File: src/rtl/usbh_ctl_pkg.sv
package usbh_ctl_pkg;
  typedef enum logic [2:0] {
    SEL_CMD   = 3'd0,
    SEL_STS   = 3'd1,
    SEL_IEN   = 3'd2,
    SEL_FNUM  = 3'd3,
    SEL_FBASE = 3'd4
  } reg_sel_e;

  localparam int CMD_W    = 5;
  localparam int CMD_RUN  = 0;
  localparam int CMD_HRST = 1;
  localparam int CMD_BRST = 2;
  localparam int CMD_SUSP = 3;
  localparam int CMD_FRES = 4;

  localparam int STS_W    = 6;
  localparam int STS_INT  = 0;
  localparam int STS_ERR  = 1;
  localparam int STS_RSM  = 2;
  localparam int STS_HSE  = 3;
  localparam int STS_PERR = 4;
  localparam int STS_HALT = 5;

  localparam int IEN_W    = 4;
  localparam int IEN_ERR  = 0;
  localparam int IEN_RSM  = 1;
  localparam int IEN_CMPL = 2;

  localparam int CAUSE_W  = 2;
endpackage

File: src/rtl/usbh_cmd_stat.sv
module usbh_cmd_stat
  import usbh_ctl_pkg::*;
(
  input  logic             clk,
  input  logic             rst_n,
  input  logic             soft_rst,
  input  logic             cmd_wr,
  input  logic [CMD_W-1:0] cmd_wdata,
  input  logic             sts_wr,
  input  logic [STS_W-1:0] sts_wdata,
  input  logic             frame_tick,
  input  logic             commit_int,
  input  logic             xfer_err,
  input  logic             host_sys_err,
  input  logic             proc_err,
  input  logic             resume_evt,
  output logic [CMD_W-1:0] cmd_q,
  output logic [STS_W-1:0] sts_q,
  output logic             running,
  output logic             tick_adv
);
  localparam logic [STS_W-1:0] STS_RST = STS_W'(1) << STS_HALT;

  logic [CMD_W-1:0] cmd_n;
  logic [STS_W-1:0] sts_n;
  logic             run_n;
  logic             tick_stop;

  assign tick_adv  = frame_tick & running & cmd_q[CMD_RUN];
  assign tick_stop = frame_tick & running & ~cmd_q[CMD_RUN];

  always_comb begin
    cmd_n = cmd_q;
    sts_n = sts_q;
    run_n = running;
    if (sts_wr) sts_n = sts_q & ~sts_wdata;
    if (tick_stop) begin
      run_n           = 1'b0;
      sts_n[STS_HALT] = 1'b1;
    end
    if (cmd_wr) begin
      cmd_n           = cmd_wdata;
      cmd_n[CMD_HRST] = 1'b0;
      if (cmd_wdata[CMD_RUN] && !cmd_q[CMD_RUN]) begin
        run_n           = 1'b1;
        sts_n[STS_HALT] = 1'b0;
      end else if (!cmd_wdata[CMD_RUN]) begin
        sts_n[STS_HALT] = 1'b1;
      end
    end
    if (commit_int)   sts_n[STS_INT]  = 1'b1;
    if (xfer_err)     sts_n[STS_ERR]  = 1'b1;
    if (host_sys_err) sts_n[STS_HSE]  = 1'b1;
    if (proc_err)     sts_n[STS_PERR] = 1'b1;
    if (resume_evt && cmd_q[CMD_SUSP]) begin
      sts_n[STS_RSM]  = 1'b1;
      cmd_n[CMD_FRES] = 1'b1;
    end
  end

  always_ff @(posedge clk or negedge rst_n) begin
    if (!rst_n) begin
      cmd_q   <= '0;
      sts_q   <= STS_RST;
      running <= 1'b0;
    end else if (soft_rst) begin
      cmd_q   <= '0;
      sts_q   <= STS_RST;
      running <= 1'b0;
    end else begin
      cmd_q   <= cmd_n;
      sts_q   <= sts_n;
      running <= run_n;
    end
  end

  AST_RUN_NOT_HALTED: assert property (@(posedge clk) disable iff (!rst_n)
    (running && cmd_q[CMD_RUN]) |-> !sts_q[STS_HALT]);

  AST_STOP_AT_TICK: assert property (@(posedge clk) disable iff (!rst_n)
    (running && frame_tick && !cmd_q[CMD_RUN] && !cmd_wr && !soft_rst)
      |=> (!running && sts_q[STS_HALT]));

  AST_RESUME_SETS: assert property (@(posedge clk) disable iff (!rst_n)
    (resume_evt && cmd_q[CMD_SUSP] && !soft_rst)
      |=> (sts_q[STS_RSM] && cmd_q[CMD_FRES]));
endmodule

File: src/rtl/usbh_frame_ctr.sv
module usbh_frame_ctr #(
  parameter int DATA_W     = 32,
  parameter int FNUM_W     = 11,
  parameter int IDX_W      = 10,
  parameter int ENTRY_LOG2 = 2,
  parameter int BASE_LSB   = 12
) (
  input  logic                       clk,
  input  logic                       rst_n,
  input  logic                       soft_rst,
  input  logic                       tick_adv,
  input  logic                       halted,
  input  logic                       fnum_wr,
  input  logic [FNUM_W-1:0]          fnum_wdata,
  input  logic                       base_wr,
  input  logic [DATA_W-BASE_LSB-1:0] base_wdata,
  output logic [FNUM_W-1:0]          fnum_q,
  output logic [DATA_W-BASE_LSB-1:0] base_q,
  output logic [DATA_W-1:0]          frame_addr
);
  localparam int OFF_W = IDX_W + ENTRY_LOG2;

  logic [DATA_W-1:0] entry_off;

  assign entry_off  = {{(DATA_W-OFF_W){1'b0}}, fnum_q[IDX_W-1:0], {ENTRY_LOG2{1'b0}}};
  assign frame_addr = {base_q, {BASE_LSB{1'b0}}} + entry_off;

  always_ff @(posedge clk or negedge rst_n) begin
    if (!rst_n) begin
      fnum_q <= '0;
      base_q <= '0;
    end else if (soft_rst) begin
      fnum_q <= '0;
      base_q <= '0;
    end else begin
      if (tick_adv)                fnum_q <= fnum_q + 1'b1;
      else if (fnum_wr && halted)  fnum_q <= fnum_wdata;
      if (base_wr)                 base_q <= base_wdata;
    end
  end

  AST_FNUM_STEP: assert property (@(posedge clk) disable iff (!rst_n)
    (tick_adv && !soft_rst) |=> (fnum_q == FNUM_W'($past(fnum_q) + 1'b1)));

  AST_FNUM_HOLD: assert property (@(posedge clk) disable iff (!rst_n)
    (!tick_adv && !soft_rst && !(fnum_wr && halted)) |=> $stable(fnum_q));
endmodule

File: src/rtl/usbh_irq_gen.sv
module usbh_irq_gen
  import usbh_ctl_pkg::*;
(
  input  logic               clk,
  input  logic               rst_n,
  input  logic               soft_rst,
  input  logic               ien_wr,
  input  logic [IEN_W-1:0]   ien_wdata,
  input  logic               cmpl_valid,
  input  logic [CAUSE_W-1:0] cmpl_cause,
  input  logic               commit,
  input  logic               clr_causes,
  input  logic [STS_W-1:0]   sts_q,
  output logic [IEN_W-1:0]   ien_q,
  output logic               commit_int,
  output logic               irq
);
  logic [CAUSE_W-1:0] pend_q, hid_q, beat, pend_n, hid_n;
  logic               irq_c;

  assign beat       = cmpl_valid ? cmpl_cause : '0;
  assign commit_int = commit & (|pend_q);

  always_comb begin
    pend_n = commit ? beat : (pend_q | beat);
    hid_n  = (clr_causes ? '0 : hid_q) | (commit_int ? pend_q : '0);
  end

  always_comb begin
    irq_c = (sts_q[STS_ERR] & ien_q[IEN_ERR]) | (sts_q[STS_RSM] & ien_q[IEN_RSM])
          | sts_q[STS_HSE] | sts_q[STS_PERR];
    for (int i = 0; i < CAUSE_W; i++) irq_c = irq_c | (hid_q[i] & ien_q[IEN_CMPL+i]);
  end
  assign irq = irq_c;

  always_ff @(posedge clk or negedge rst_n) begin
    if (!rst_n) begin
      pend_q <= '0;
      hid_q  <= '0;
      ien_q  <= '0;
    end else if (soft_rst) begin
      pend_q <= '0;
      hid_q  <= '0;
      ien_q  <= '0;
    end else begin
      pend_q <= pend_n;
      hid_q  <= hid_n;
      if (ien_wr) ien_q <= ien_wdata;
    end
  end

  AST_COMMIT_LATCH: assert property (@(posedge clk) disable iff (!rst_n)
    (commit && (|pend_q) && !soft_rst) |=> (|hid_q));

  AST_PEND_EMPTIED: assert property (@(posedge clk) disable iff (!rst_n)
    (commit && !cmpl_valid && !soft_rst) |=> (pend_q == '0));

  AST_NO_EARLY_INT: assert property (@(posedge clk) disable iff (!rst_n)
    (!commit && (hid_q == '0) && !soft_rst) |=> (hid_q == '0));
endmodule

File: src/rtl/usbh_ctl_core.sv
module usbh_ctl_core
  import usbh_ctl_pkg::*;
#(
  parameter int DATA_W     = 32,
  parameter int FNUM_W     = 11,
  parameter int IDX_W      = 10,
  parameter int ENTRY_LOG2 = 2,
  parameter int BASE_LSB   = 12
) (
  input  logic              clk,
  input  logic              rst_n,
  input  logic [2:0]        reg_sel,
  input  logic              reg_wr,
  input  logic [DATA_W-1:0] reg_wdata,
  output logic [DATA_W-1:0] reg_rdata,
  input  logic              frame_tick,
  input  logic              cmpl_valid,
  input  logic [1:0]        cmpl_cause,
  input  logic              xfer_err,
  input  logic              host_sys_err,
  input  logic              proc_err,
  input  logic              resume_evt,
  output logic [DATA_W-1:0] frame_addr,
  output logic              sched_run,
  output logic              irq
);
  localparam int BASE_W = DATA_W - BASE_LSB;

  logic               cmd_wr, sts_wr, ien_wr, fnum_wr, base_wr, soft_rst;
  logic [CMD_W-1:0]   cmd_q;
  logic [STS_W-1:0]   sts_q;
  logic [IEN_W-1:0]   ien_q;
  logic [FNUM_W-1:0]  fnum_q;
  logic [BASE_W-1:0]  base_q;
  logic               running, tick_adv, commit_int;
  logic               unused_wdata;

  assign cmd_wr   = reg_wr && (reg_sel == SEL_CMD);
  assign sts_wr   = reg_wr && (reg_sel == SEL_STS);
  assign ien_wr   = reg_wr && (reg_sel == SEL_IEN);
  assign fnum_wr  = reg_wr && (reg_sel == SEL_FNUM);
  assign base_wr  = reg_wr && (reg_sel == SEL_FBASE);
  assign soft_rst = cmd_wr && reg_wdata[CMD_HRST];
  assign unused_wdata = ^reg_wdata;

  usbh_cmd_stat u_cmd_stat (
    .clk(clk), .rst_n(rst_n), .soft_rst(soft_rst),
    .cmd_wr(cmd_wr), .cmd_wdata(reg_wdata[CMD_W-1:0]),
    .sts_wr(sts_wr), .sts_wdata(reg_wdata[STS_W-1:0]),
    .frame_tick(frame_tick), .commit_int(commit_int),
    .xfer_err(xfer_err), .host_sys_err(host_sys_err), .proc_err(proc_err),
    .resume_evt(resume_evt),
    .cmd_q(cmd_q), .sts_q(sts_q), .running(running), .tick_adv(tick_adv)
  );

  usbh_frame_ctr #(
    .DATA_W(DATA_W), .FNUM_W(FNUM_W), .IDX_W(IDX_W),
    .ENTRY_LOG2(ENTRY_LOG2), .BASE_LSB(BASE_LSB)
  ) u_frame_ctr (
    .clk(clk), .rst_n(rst_n), .soft_rst(soft_rst), .tick_adv(tick_adv),
    .halted(sts_q[STS_HALT]),
    .fnum_wr(fnum_wr), .fnum_wdata(reg_wdata[FNUM_W-1:0]),
    .base_wr(base_wr), .base_wdata(reg_wdata[DATA_W-1:BASE_LSB]),
    .fnum_q(fnum_q), .base_q(base_q), .frame_addr(frame_addr)
  );

  usbh_irq_gen u_irq_gen (
    .clk(clk), .rst_n(rst_n), .soft_rst(soft_rst),
    .ien_wr(ien_wr), .ien_wdata(reg_wdata[IEN_W-1:0]),
    .cmpl_valid(cmpl_valid), .cmpl_cause(cmpl_cause),
    .commit(tick_adv), .clr_causes(sts_wr && reg_wdata[STS_INT]),
    .sts_q(sts_q), .ien_q(ien_q), .commit_int(commit_int), .irq(irq)
  );

  assign sched_run = running;

  always_comb begin
    reg_rdata = '0;
    case (reg_sel)
      SEL_CMD:   reg_rdata = {{(DATA_W-CMD_W){1'b0}}, cmd_q};
      SEL_STS:   reg_rdata = {{(DATA_W-STS_W){1'b0}}, sts_q};
      SEL_IEN:   reg_rdata = {{(DATA_W-IEN_W){1'b0}}, ien_q};
      SEL_FNUM:  reg_rdata = {{(DATA_W-FNUM_W){1'b0}}, fnum_q};
      SEL_FBASE: reg_rdata = {base_q, {BASE_LSB{1'b0}}};
      default:   reg_rdata = '0;
    endcase
  end

  AST_HRST_CLEARS: assert property (@(posedge clk) disable iff (!rst_n)
    soft_rst |=> (sts_q[STS_HALT] && !running && cmd_q == '0 && fnum_q == '0));
endmodule

File: config.mk
export PLATFORM = sky130hd
export DESIGN_NAME = usbh_ctl_core
export DESIGN_NICKNAME = d
export VERILOG_FILES = /design/src/rtl/usbh_ctl_pkg.sv /design/src/rtl/usbh_cmd_stat.sv /design/src/rtl/usbh_frame_ctr.sv /design/src/rtl/usbh_irq_gen.sv /design/src/rtl/usbh_ctl_core.sv
export SDC_FILE = /design/constraint.sdc
export NUM_CORES = 1
export LEC_CHECK = 0
export ABC_AREA = 1
export BUFFER_PORTS_ARGS = -buffer_cell sky130_fd_sc_hd__buf_2
export CORE_UTILIZATION = 44
export DETAILED_ROUTE_END_ITERATION = 8
export GPL_TIMING_DRIVEN = 0
export PLACE_DENSITY_LB_ADDON = 0.08
export REMOVE_ABC_BUFFERS = 1
export SLEW_MARGIN = 20
export SYNTH_ARGS = -nofsm -noshare
export SYNTH_HDL_FRONTEND = slang
export SYNTH_SLANG_ARGS = --single-unit
File: constraint.sdc
create_clock -name clk -period 1.2 [get_ports clk]
set_input_delay 0.24 -clock clk [delete_from_list [all_inputs] [get_ports clk]]
set_output_delay 0.24 -clock clk [all_outputs]
set_load 0.01 [all_outputs]
==> flow_metrics.tcl, run 1 <==
set metrics [dict create \
    outcome "finished with violations" \
    violations "negative setup slack" \
    slew_headroom_pct 56.3 \
    setup_viol 67 \
    worst_pin_slew_ns 0.655 \
    critPathArrivalTime_ns 1.34 \
    synth_flop_cell "dfrtp_1" \
    critical_path_class "input pin to output pin" \
    cts_buffers 5 \
    dieArea_um2 6860 \
    post-route-min-period_ns 1.58 \
    grt_max_degree 51 \
    nets 589 \
    die_h_um 82.9 \
    ys_ff_latch 50 \
    grt_pass1_wl_um 14800 \
    syn_to_final_growth_pct 58.7 \
    design_area_um2 4570 \
    ys_types 34 \
    dr_total_vias 3233 \
    async_flop_share_pct 100 \
    htreeDepth 2 \
    timing.fmax_ghz 0.634 \
    start_kind "input pin" \
    p_per_area_nw_per_um2 1520 \
    drive_above_1_share_pct 51.0 \
    antenna_found_initial 0 \
    grt_overflow 0 \
    route.detailed.drc 0 \
    ios 112 \
    clk_pin_slew_ns 0.09 \
    yosysWarningCount 0 \
    rsz0062_at_grt "true" \
    dpl.hpwl_um 5540 \
    diodes 0 \
    avgSynthCellArea_um2 7.41 \
    gp_congestion 0.895 \
    worst_slack_ns -0.377 \
    drtAntennaViolNets 0 \
    grt_pass1_vias 3091 \
    routedWlPerCell_um 15.3 \
    hold_class "input pin to flip-flop" \
    start_util_pct 45.6 \
    cp_max_fo 6 \
    vias_per_cell 5.21 \
    skew_ns 0.00343 \
    synth_area_um2 2880 \
    maxCapViolCount 0 \
    hold_ws_ns 0.167 \
    synth_cells 388 \
    coreArea_um2 6310 \
    wirelength_um 9510 \
    setup_tns_ns -13.99 \
    drv_slew 0 \
    cts_sinks 50 \
    ys_seq_area_share_pct 43.5 \
    cts_tree "built" \
    worstSetupEndpointType "output pin" \
    die_x_um 82.9 \
    cp.required_ns 0.96 \
    clk_latency_ns 0.31 \
    drtIter0Drc 153 \
    std_cell_rows 29 \
    p_leak_nw 2.30 \
    fin_crit_sh_pct 131 \
    hold_viol 0 \
    pre_cts_ws_ns -1.51 \
    clockBufferDepth 2 \
    synth-edff-count 0 \
    ir_drop_mv 1.08 \
    port_buffers 107 \
    dr.pass1.iters 4 \
    root_buffer "clkbuf_8" \
    grt_use_total_pct 27.1 \
    placed_cell_area_um2 3370 \
]
per-stage QoR:
step / std cells / utilization, % / total power [mW]
finish: 620 / 72.3 / 6.92
global route: 620 / 72.3 / 7.33
CTS: 607 / 66.7 / 6.44
detailed placement: 550 / 53.3 / 4.43
global placement: 549 / 53.1 / 4.39
floorplan: 365 / - / 3.63
cell families after synthesis:
| logic type | count (synthesis) | share of synthesized area [%] |
|---|---|---|
| simple gates | 174 | 27.2 |
| compound gates | 70 | 13.3 |
| buf+inv | 88 | 14.1 |
| flops | 50 | 43.5 |
| other cells | 1 | 0.130 |
| xor+xnor | 4 | 1.22 |
| fa+ha+maj | 1 | 0.435 |
timing repair:
| action | CTS | global route |
|---|---|---|
| resized for setup | 98 | 62 |
| pin swaps | 26 | 24 |
| hold buffers | 1 | 0 |
| cloned | 4 | 1 |
| setup buffers | 44 | 14 |
| endpoints found under the setup margin | 84 | 84 |
| hold endpoints to repair | 49 | 0 |
critical path, cell delays in order:
cell,delay [ns]
buf_6,0.08
clkinvlp_4,0.13
nor3_4,0.18
buf_6,0.18
clkinvlp_4,0.14
buf_8,0.17
nor2_4,0.11
buf_6,0.10
power breakdown:
group	switching, mW	leakage [nW]	internal (mW)
logic	1.60	1.64	1.63
clock network	0.583	0.0482	0.467
registers	0.453	0.613	2.19
total	2.64	2.30	4.28
cell usage after synthesis (2+ instances only):
master,number,share of area (%)
nand2_2,2,0.43
or2_2,4,0.87
clkbuf_1,6,0.78
nand2_4,3,1.2
a21oi_1,10,1.7
inv_1,59,7.7
o221ai_1,2,0.61
nor2_1,38,5.0
a22o_1,2,0.61
nand2_1,76,9.9
nor2_2,2,0.43
nand3_1,44,7.7
dfrtp_1,49,43
o21ai_1,29,5.0
inv_2,2,0.26
xnor2_1,2,0.61
nand3_2,2,0.70
buf_4,17,4.4
xor2_1,2,0.61
o21ai_0,19,3.3
a31oi_1,3,0.65
o2111ai_1,2,0.61
o22ai_1,2,0.43
registers in the layout, summed over array words and instances (netlist names):
| signal | flops |
|---|---|
| u_irq_gen.pend_q | 2 |
| u_frame_ctr.fnum_q | 11 |
| u_irq_gen.hid_q | 2 |
| u_cmd_stat.sts_q | 6 |
| u_frame_ctr.base_q | 20 |
| u_irq_gen.ien_q | 4 |
| u_cmd_stat.cmd_q | 4 |
| u_cmd_stat.running | 1 |
per-layer routing:
metal	track usage, %	up-vias	routed length (um)
met2	45.3	119	4770
met3	4.27	27	498
met5	0	-	0
met1	35.5	1551	4000
met4	10.0	0	240
li1	-	1536	-
worst paths after layout:
kind / start / to / slack [ns] / depth (start not counted)
worst max-delay path: reg_sel[2] / reg_rdata[19] / -0.38 / 8
worst min-delay path: reg_wdata[13] / u_frame_ctr.base_q[1] / 0.17 / 3
worst max register to register: u_frame_ctr.fnum_q[0] / u_frame_ctr.fnum_q[4] / -0.19 / 7
worst min register to register: u_irq_gen.hid_q[1] / u_irq_gen.hid_q[1] / 0.55 / 2
max in group asynchronous: rst_n / u_frame_ctr.fnum_q[3] / 0.22 / 2
min in group asynchronous: rst_n / u_frame_ctr.base_q[17] / 0.50 / 2
layout make-up:
cell class	count	area, um^2
clock inverters	1	5.00
fillers	487	1750
multi-input cells	253	1610
repair inverters	2	15.0
inverters	63	262
clock buffers	7	86.3
repair buffers	167	1230
flip-flops and latches	50	1260
well taps	77	96.3
placed cells by master (no fill, tap or decap), types with 7 or more instances in the layout:
cell type   n
buf_2      88
nand2_1    69
inv_1      47
dfrtp_1    43
buf_4      37
buf_6      36
nand3_1    35
nor2_1     22
o21ai_2    21
o21ai_1    17
nor2_4     11
inv_2      10
o21ai_0    10
nand2_2     8
nand3_2     7
nor2_2      7
a21oi_1     7
Power figures use the tool's default switching activity.
==> run 2, diff against run 1 <==
MAX_ROUTING_LAYER = met4   (was unset)
==> run 2 against run 1 <==
The flow still finishes with violations (negative setup slack); core utilization fell by 0.20 points; hold slack improved by 0.0057 ns; global-route usage shrank 0.28 points; register-to-register slack about the same; first-iteration DRC count up 46%; die area unchanged; critical path type unchanged; largest power group unchanged.
==> flow_metrics.tcl, run 2 (synthesis gave the netlist of run 1 again) <==
set metrics [dict create \
    worst_slack_ns -0.309 \
    cts_buffers 5 \
    cts_tree "built" \
    clk_pin_slew_ns 0.09 \
    dpl.hpwl_um 5530 \
    dr_total_vias 3230 \
    placed_cell_area_um2 3370 \
    worst_pin_slew_ns 0.654 \
    final_common_cell "buf_2" \
    start_kind "input pin" \
    critPathArrivalTime_ns 1.27 \
    crit_start "reg_sel[2]" \
    drtIter0Drc 223 \
    timing.fmax_ghz 0.663 \
    gp_congestion 0.893 \
    routedWlPerCell_um 15.4 \
    hold_viol 0 \
    p_per_area_nw_per_um2 1460 \
    ir_drop_mv 0.929 \
    coreArea_um2 6310 \
    outcome "finished with violations" \
    slew_headroom_pct 56.4 \
    rr_worst_depth 7 \
    hold_ws_ns 0.173 \
    grt_max_degree 51 \
    design_area_um2 4550 \
    critPathCapture "reg_rdata[0]" \
    port_buffers 107 \
    ios 112 \
    drv_slew 0 \
    grt_use_total_pct 26.8 \
    root_buffer "clkbuf_8" \
    drtAntennaViolNets 0 \
    htreeDepth 2 \
    die_h_um 82.9 \
    diodes 0 \
    grt_pass1_wl_um 14400 \
    register_area_um2 1260 \
    drive_above_1_share_pct 50.9 \
    clockBufferDepth 2 \
    syn_to_final_growth_pct 58.3 \
    wirelength_um 9530 \
    antenna_found_initial 0 \
    rr_endpoint "u_frame_ctr.fnum_q[5]" \
    route.detailed.drc 0 \
    vias_per_cell 5.24 \
    fillers 497 \
    top_layer "met4" \
    layout_common_cells "buf_2 (96), nand2_1 (67), inv_1 (47)" \
    grt_overflow 0 \
    wl_met2_um 4690 \
    setup_tns_ns -14.50 \
    drt-met1-wl_um 4010 \
    skew_ns 0.00579 \
    cp.required_ns 0.96 \
    std_cell_rows 29 \
    critical_path_class "input pin to output pin" \
    violations "negative setup slack" \
    worstSetupEndpointType "output pin" \
    top_register "u_frame_ctr.base_q" \
    cts_sinks 50 \
    start_util_pct 45.6 \
    setup_viol 77 \
    die_x_um 82.9 \
    dieArea_um2 6860 \
    fin_crit_sh_pct 126 \
    post-route-min-period_ns 1.51 \
    cp_max_fo 5 \
    wl_met3_um 612 \
    maxCapViolCount 0 \
    hold_class "input pin to flip-flop" \
    dr.pass1.iters 5 \
    multi_input_area_um2 1650 \
    r2r_setup_slack_ns -0.20 \
    largestRegisters "u_frame_ctr.base_q (20), u_frame_ctr.fnum_q (11), u_cmd_stat.sts_q (6)" \
    largest_reg_flops 20 \
    p_leak_nw 2.31 \
    clk_latency_ns 0.30 \
    r2r-start "u_cmd_stat.running" \
    grt_pass1_vias 2915 \
    rsz0062_at_grt "true" \
    nets 586 \
]
-- run 2: cell types whose count changed in the layout (fill, tap and decap cells not counted), moves of 3 or more --
cell,delta
nor2_2,+8
nor2_4,-6
buf_6,-6
buf_4,-8
nand2_4,+3
o21ai_2,-6
o21ai_1,+6
buf_2,+8
-- run 2: critical path: stages --
cell        delay (ns)
buf_6             0.08
clkinvlp_4        0.11
buf_4             0.16
buf_4             0.13
nand3_4           0.10
inv_4             0.07
nand2_2           0.07
o2111ai_2         0.14
buf_2             0.17
-- run 2: final cells by class --
cell class | instances | share of cell area [%]
Timing Repair Buffer | 161 | 25.3
Multi-Input combinational cell | 255 | 36.3
Clock inverter | 1 | 0.110
Inverter | 63 | 6.13
Clock buffer | 7 | 1.90
Sequential cell | 50 | 27.6
Tap cell | 77 | 2.12
Timing Repair inverter | 3 | 0.495
-- run 2: where the power goes --
group | switching, mW | internal [mW] | total [mW]
logic | 1.54 | 1.40 | 2.94
clock network | 0.553 | 0.466 | 1.02
registers | 0.496 | 2.18 | 2.68
-- run 2: how the worst min path moves through the flow --
stage / start / end / slack [ns] / depth (start not counted)
floorplan: rst_n / u_cmd_stat.cmd_q[0] / -0.06 / 0
global placement: reg_wdata[17] / u_frame_ctr.base_q[5] / 0.48 / 3
detailed placement: rst_n / u_frame_ctr.base_q[17] / 0.31 / 1
CTS: reg_wdata[22] / u_frame_ctr.base_q[10] / 0.16 / 3
global route: reg_wdata[16] / u_frame_ctr.base_q[4] / 0.18 / 3
finish: reg_wdata[28] / u_frame_ctr.base_q[16] / 0.17 / 3
-- run 2: layer usage --
layer	vias up	track usage, %
met4	0	7.68
met5	-	-
met1	1537	36.9
li1	1531	-
met3	20	3.58
met2	142	41.7
-- run 2: timing repair --
action,CTS,global route
pin swaps,22,35
endpoints found under the setup margin,81,86
buffers inserted,34,20
resized for setup,90,79
hold endpoints to repair,49,0
cloned,5,3
hold buffers,1,0
-- run 2: through the flow --
step / instances / worst slack (ns) / utilization (%) / total power [mW]
floorplan: 365 / -1.60 / - / 3.63
global placement: 549 / -3.13 / 53.1 / 4.39
detailed placement: 550 / -1.50 / 53.3 / 4.43
CTS: 598 / -0.329 / 65.1 / 6.11
global route: 617 / -0.358 / 72.1 / 7.04
finish: 617 / -0.309 / 72.1 / 6.64
==> run 3, diff against run 2 <==
ABC_AREA = unset   (was 1)
SLEW_MARGIN = unset   (was 20)
==> run 3 against run 2 <==
Clock skew down 0.0013 ns; register-to-register slack worse by 0.32 ns; power down 9.7%; global-route usage up 2.0 points; count of clock-buffer cells in the layout unchanged; sequential power down 10%; the run still ends with negative setup slack left; via count up 3.8%; cell area up 11%; area after synthesis down 0.61%; non-clock buffer count up 22.
==> flow_metrics.tcl, run 3 <==
set metrics [dict create \
    grt_use_total_pct 28.8 \
    vias_per_cell 5.93 \
    synth_common_cells "nand2_1 (59), dfrtp_1 (49), a21oi_1 (37), and2_1 (27), nor2_1 (22)" \
    drtIter0Drc 203 \
    largestRegisters "u_frame_ctr.base_q (20), u_frame_ctr.fnum_q (11), u_cmd_stat.sts_q (6)" \
    fin_crit_sh_pct 145 \
    antenna_found_initial 0 \
    routedWlPerCell_um 20.9 \
    clockBufferDepth 2 \
    ys_types 50 \
    clk_pin_slew_ns 0.09 \
    critPathArrivalTime_ns 1.49 \
    crit_buf_inv 1 \
    yosysWarningCount 0 \
    rr_endpoint "u_frame_ctr.fnum_q[10]" \
    cp.required_ns 0.96 \
    drv_slew 0 \
    root_buffer "clkbuf_8" \
    ir_drop_mv 0.733 \
    coreArea_um2 6310 \
    std_cell_rows 29 \
    synth_flop_cell "dfrtp_1" \
    die_h_um 82.6 \
    ys_ff_latch 50 \
    nets 534 \
    grt_pass1_wl_um 13900 \
    cts_sinks 50 \
    clk_latency_ns 0.31 \
    p_per_area_nw_per_um2 1180 \
    hold_viol 0 \
    timing.fmax_ghz 0.576 \
    dpl.hpwl_um 4940 \
    pre_cts_ws_ns -1.24 \
    critical_path_class "flip-flop to output pin" \
    cts_buffers 5 \
    p_leak_nw 2.28 \
    worst_pin_slew_ns 1.17 \
    start_kind "flip-flop" \
    port_buffers 107 \
    grt_max_degree 51 \
    drive_above_1_share_pct 63.5 \
    dr_total_vias 3352 \
    grt_pass1_vias 2764 \
    r2r_setup_slack_ns -0.52 \
    dieArea_um2 6820 \
    grt_overflow 0 \
    final_common_cell "buf_2" \
    cp_max_fo 3 \
    start_util_pct 45.3 \
    dr.pass1.iters 7 \
    avgSynthCellArea_um2 9.02 \
    synth-edff-count 0 \
    ctsHoldBuffers 0 \
    cts_tree "built" \
    synthTopCellsByArea "dfrtp_1 (43%), nand2_1 (7.7%), a21oi_1 (6.5%), and2_1 (5.9%), buf_4 (4.2%)" \
    largest_reg_flops 20 \
    top_register "u_frame_ctr.base_q" \
    async_flop_share_pct 100 \
    outcome "finished with violations" \
    ys_seq_area_share_pct 43.8 \
    wirelength_um 11800 \
    cp_top_family "multiplexers" \
    synth_top_area_share_pct 42.9 \
    synth_area_leader_cell "dfrtp_1" \
    ios 112 \
    final_cells 565 \
    skew_ns 0.00449 \
    critPathMaxStageDelay_ns 0.48 \
    drtAntennaViolNets 0 \
    hold_class "input pin to asynchronous set/reset pin" \
    r2r-start "u_frame_ctr.fnum_q[0]" \
    synth_cells 317 \
    syn_to_final_growth_pct 77.3 \
    post-place-cells 472 \
    maxCapViolCount 0 \
    slowest_stage "mux4_2" \
    layout_common_cells "buf_2 (74), buf_6 (61), nand2_1 (55)" \
    busiest_layer "met2" \
    setup_viol 70 \
    route.detailed.drc 0 \
    die_x_um 82.6 \
    rsz0062_at_grt "true" \
    synthMostInstantiatedCell "nand2_1" \
    violations "negative setup slack" \
    grt.met1_usage_pct 34.8 \
    rr_worst_depth 6 \
    worst_slack_ns -0.535 \
    diodes 0 \
    synth_area_um2 2860 \
    post-route-min-period_ns 1.73 \
    crit_chain "mux4_2 > nor2b_4 > buf_6" \
    worstSetupEndpointType "output pin" \
    htreeDepth 2 \
    grtUsageMet3_pct 5.93 \
    gp_congestion 0.819 \
    slew_headroom_pct 22.3 \
    use_met2_pct 47.2 \
]
[run 3: cell count changes after synthesis, sizes merged, moves of 8 or more]
cell and delta:
nand3 -40, nor4 +8, mux2i +8, inv -58, nand2 -22, o21ai -39, nor2 -18, and2 +27
a21oi +27
[run 3: through the flow]
stage | cell area (um^2) | TNS, ns | utilization, % | hold slack, ns | power (mW)
3_3_place_gp | 3280 | -92.13 | 52.0 | 0.458 | 3.48
3_5_place_dp | 3290 | -66.45 | 52.1 | 0.467 | 3.51
5_1_grt | 5070 | -14.37 | 80.3 | 0.158 | 6.22
2_1_floorplan | 2650 | -32.50 | - | -0.0556 | 2.94
6_report | 5070 | -12.27 | 80.3 | 0.150 | 6.00
4_1_cts | 4230 | -8.11 | 66.9 | 0.145 | 5.26
[run 3: final cells by class]
cell class	instances	area (um^2)
Clock buffer	7	86.3
Sequential cell	50	1260
Multi-Input combinational cell	243	1960
Tap cell	77	96.3
Timing Repair Buffer	183	1610
Fill cell	385	1240
Clock inverter	1	30.0
Inverter	4	15.0
[run 3: how the worst max path moves through the flow]
| stage | start | endpoint | slack [ns] | depth (start not counted) |
|---|---|---|---|---|
| after detailed placement | reg_sel[1] | u_frame_ctr.base_q[12] | -1.24 | 5 |
| after CTS | u_frame_ctr.fnum_q[2] | reg_rdata[2] | -0.52 | 3 |
| after floorplan | reg_sel[1] | u_frame_ctr.base_q[0] | -0.80 | 4 |
| after global placement | reg_sel[1] | u_frame_ctr.base_q[15] | -1.98 | 5 |
| after global routing | u_frame_ctr.fnum_q[0] | reg_rdata[0] | -0.56 | 3 |
| final | u_frame_ctr.fnum_q[0] | reg_rdata[0] | -0.53 | 3 |
[run 3: timing repair]
item                       CTS  global route
setup buffers               42            38
setup endpoints to repair   84            85
gates cloned                 7             4
pin swaps                   38            39
gates resized for setup    101           133
[run 3: cell families (layout without fill, tap and decap cells)]
group,Yosys count,after routing,synth area share [%]
mux,13,13,5.95
other cells,1,3,0.131
buf+inv,35,195,8.01
compound gates,69,69,14.2
flops,50,50,43.8
fa+ha+maj,1,1,0.438
simple gates,148,157,27.4
[run 3: power by group]
| part | internal [mW] | switching [mW] | leakage (nW) | total [mW] |
|---|---|---|---|---|
| clock network | 0.681 | 0.593 | 0.0585 | 1.27 |
| logic | 1.25 | 1.08 | 1.60 | 2.33 |
| registers | 2.02 | 0.377 | 0.614 | 2.40 |
| total | 3.95 | 2.05 | 2.28 | 6.00 |
[run 3: metal layers]
metal	vias up	part of all wire (%)
li1	1440	-
met3	47	6.0
met4	0	3.9
met2	207	51
met5	-	0
met1	1658	39
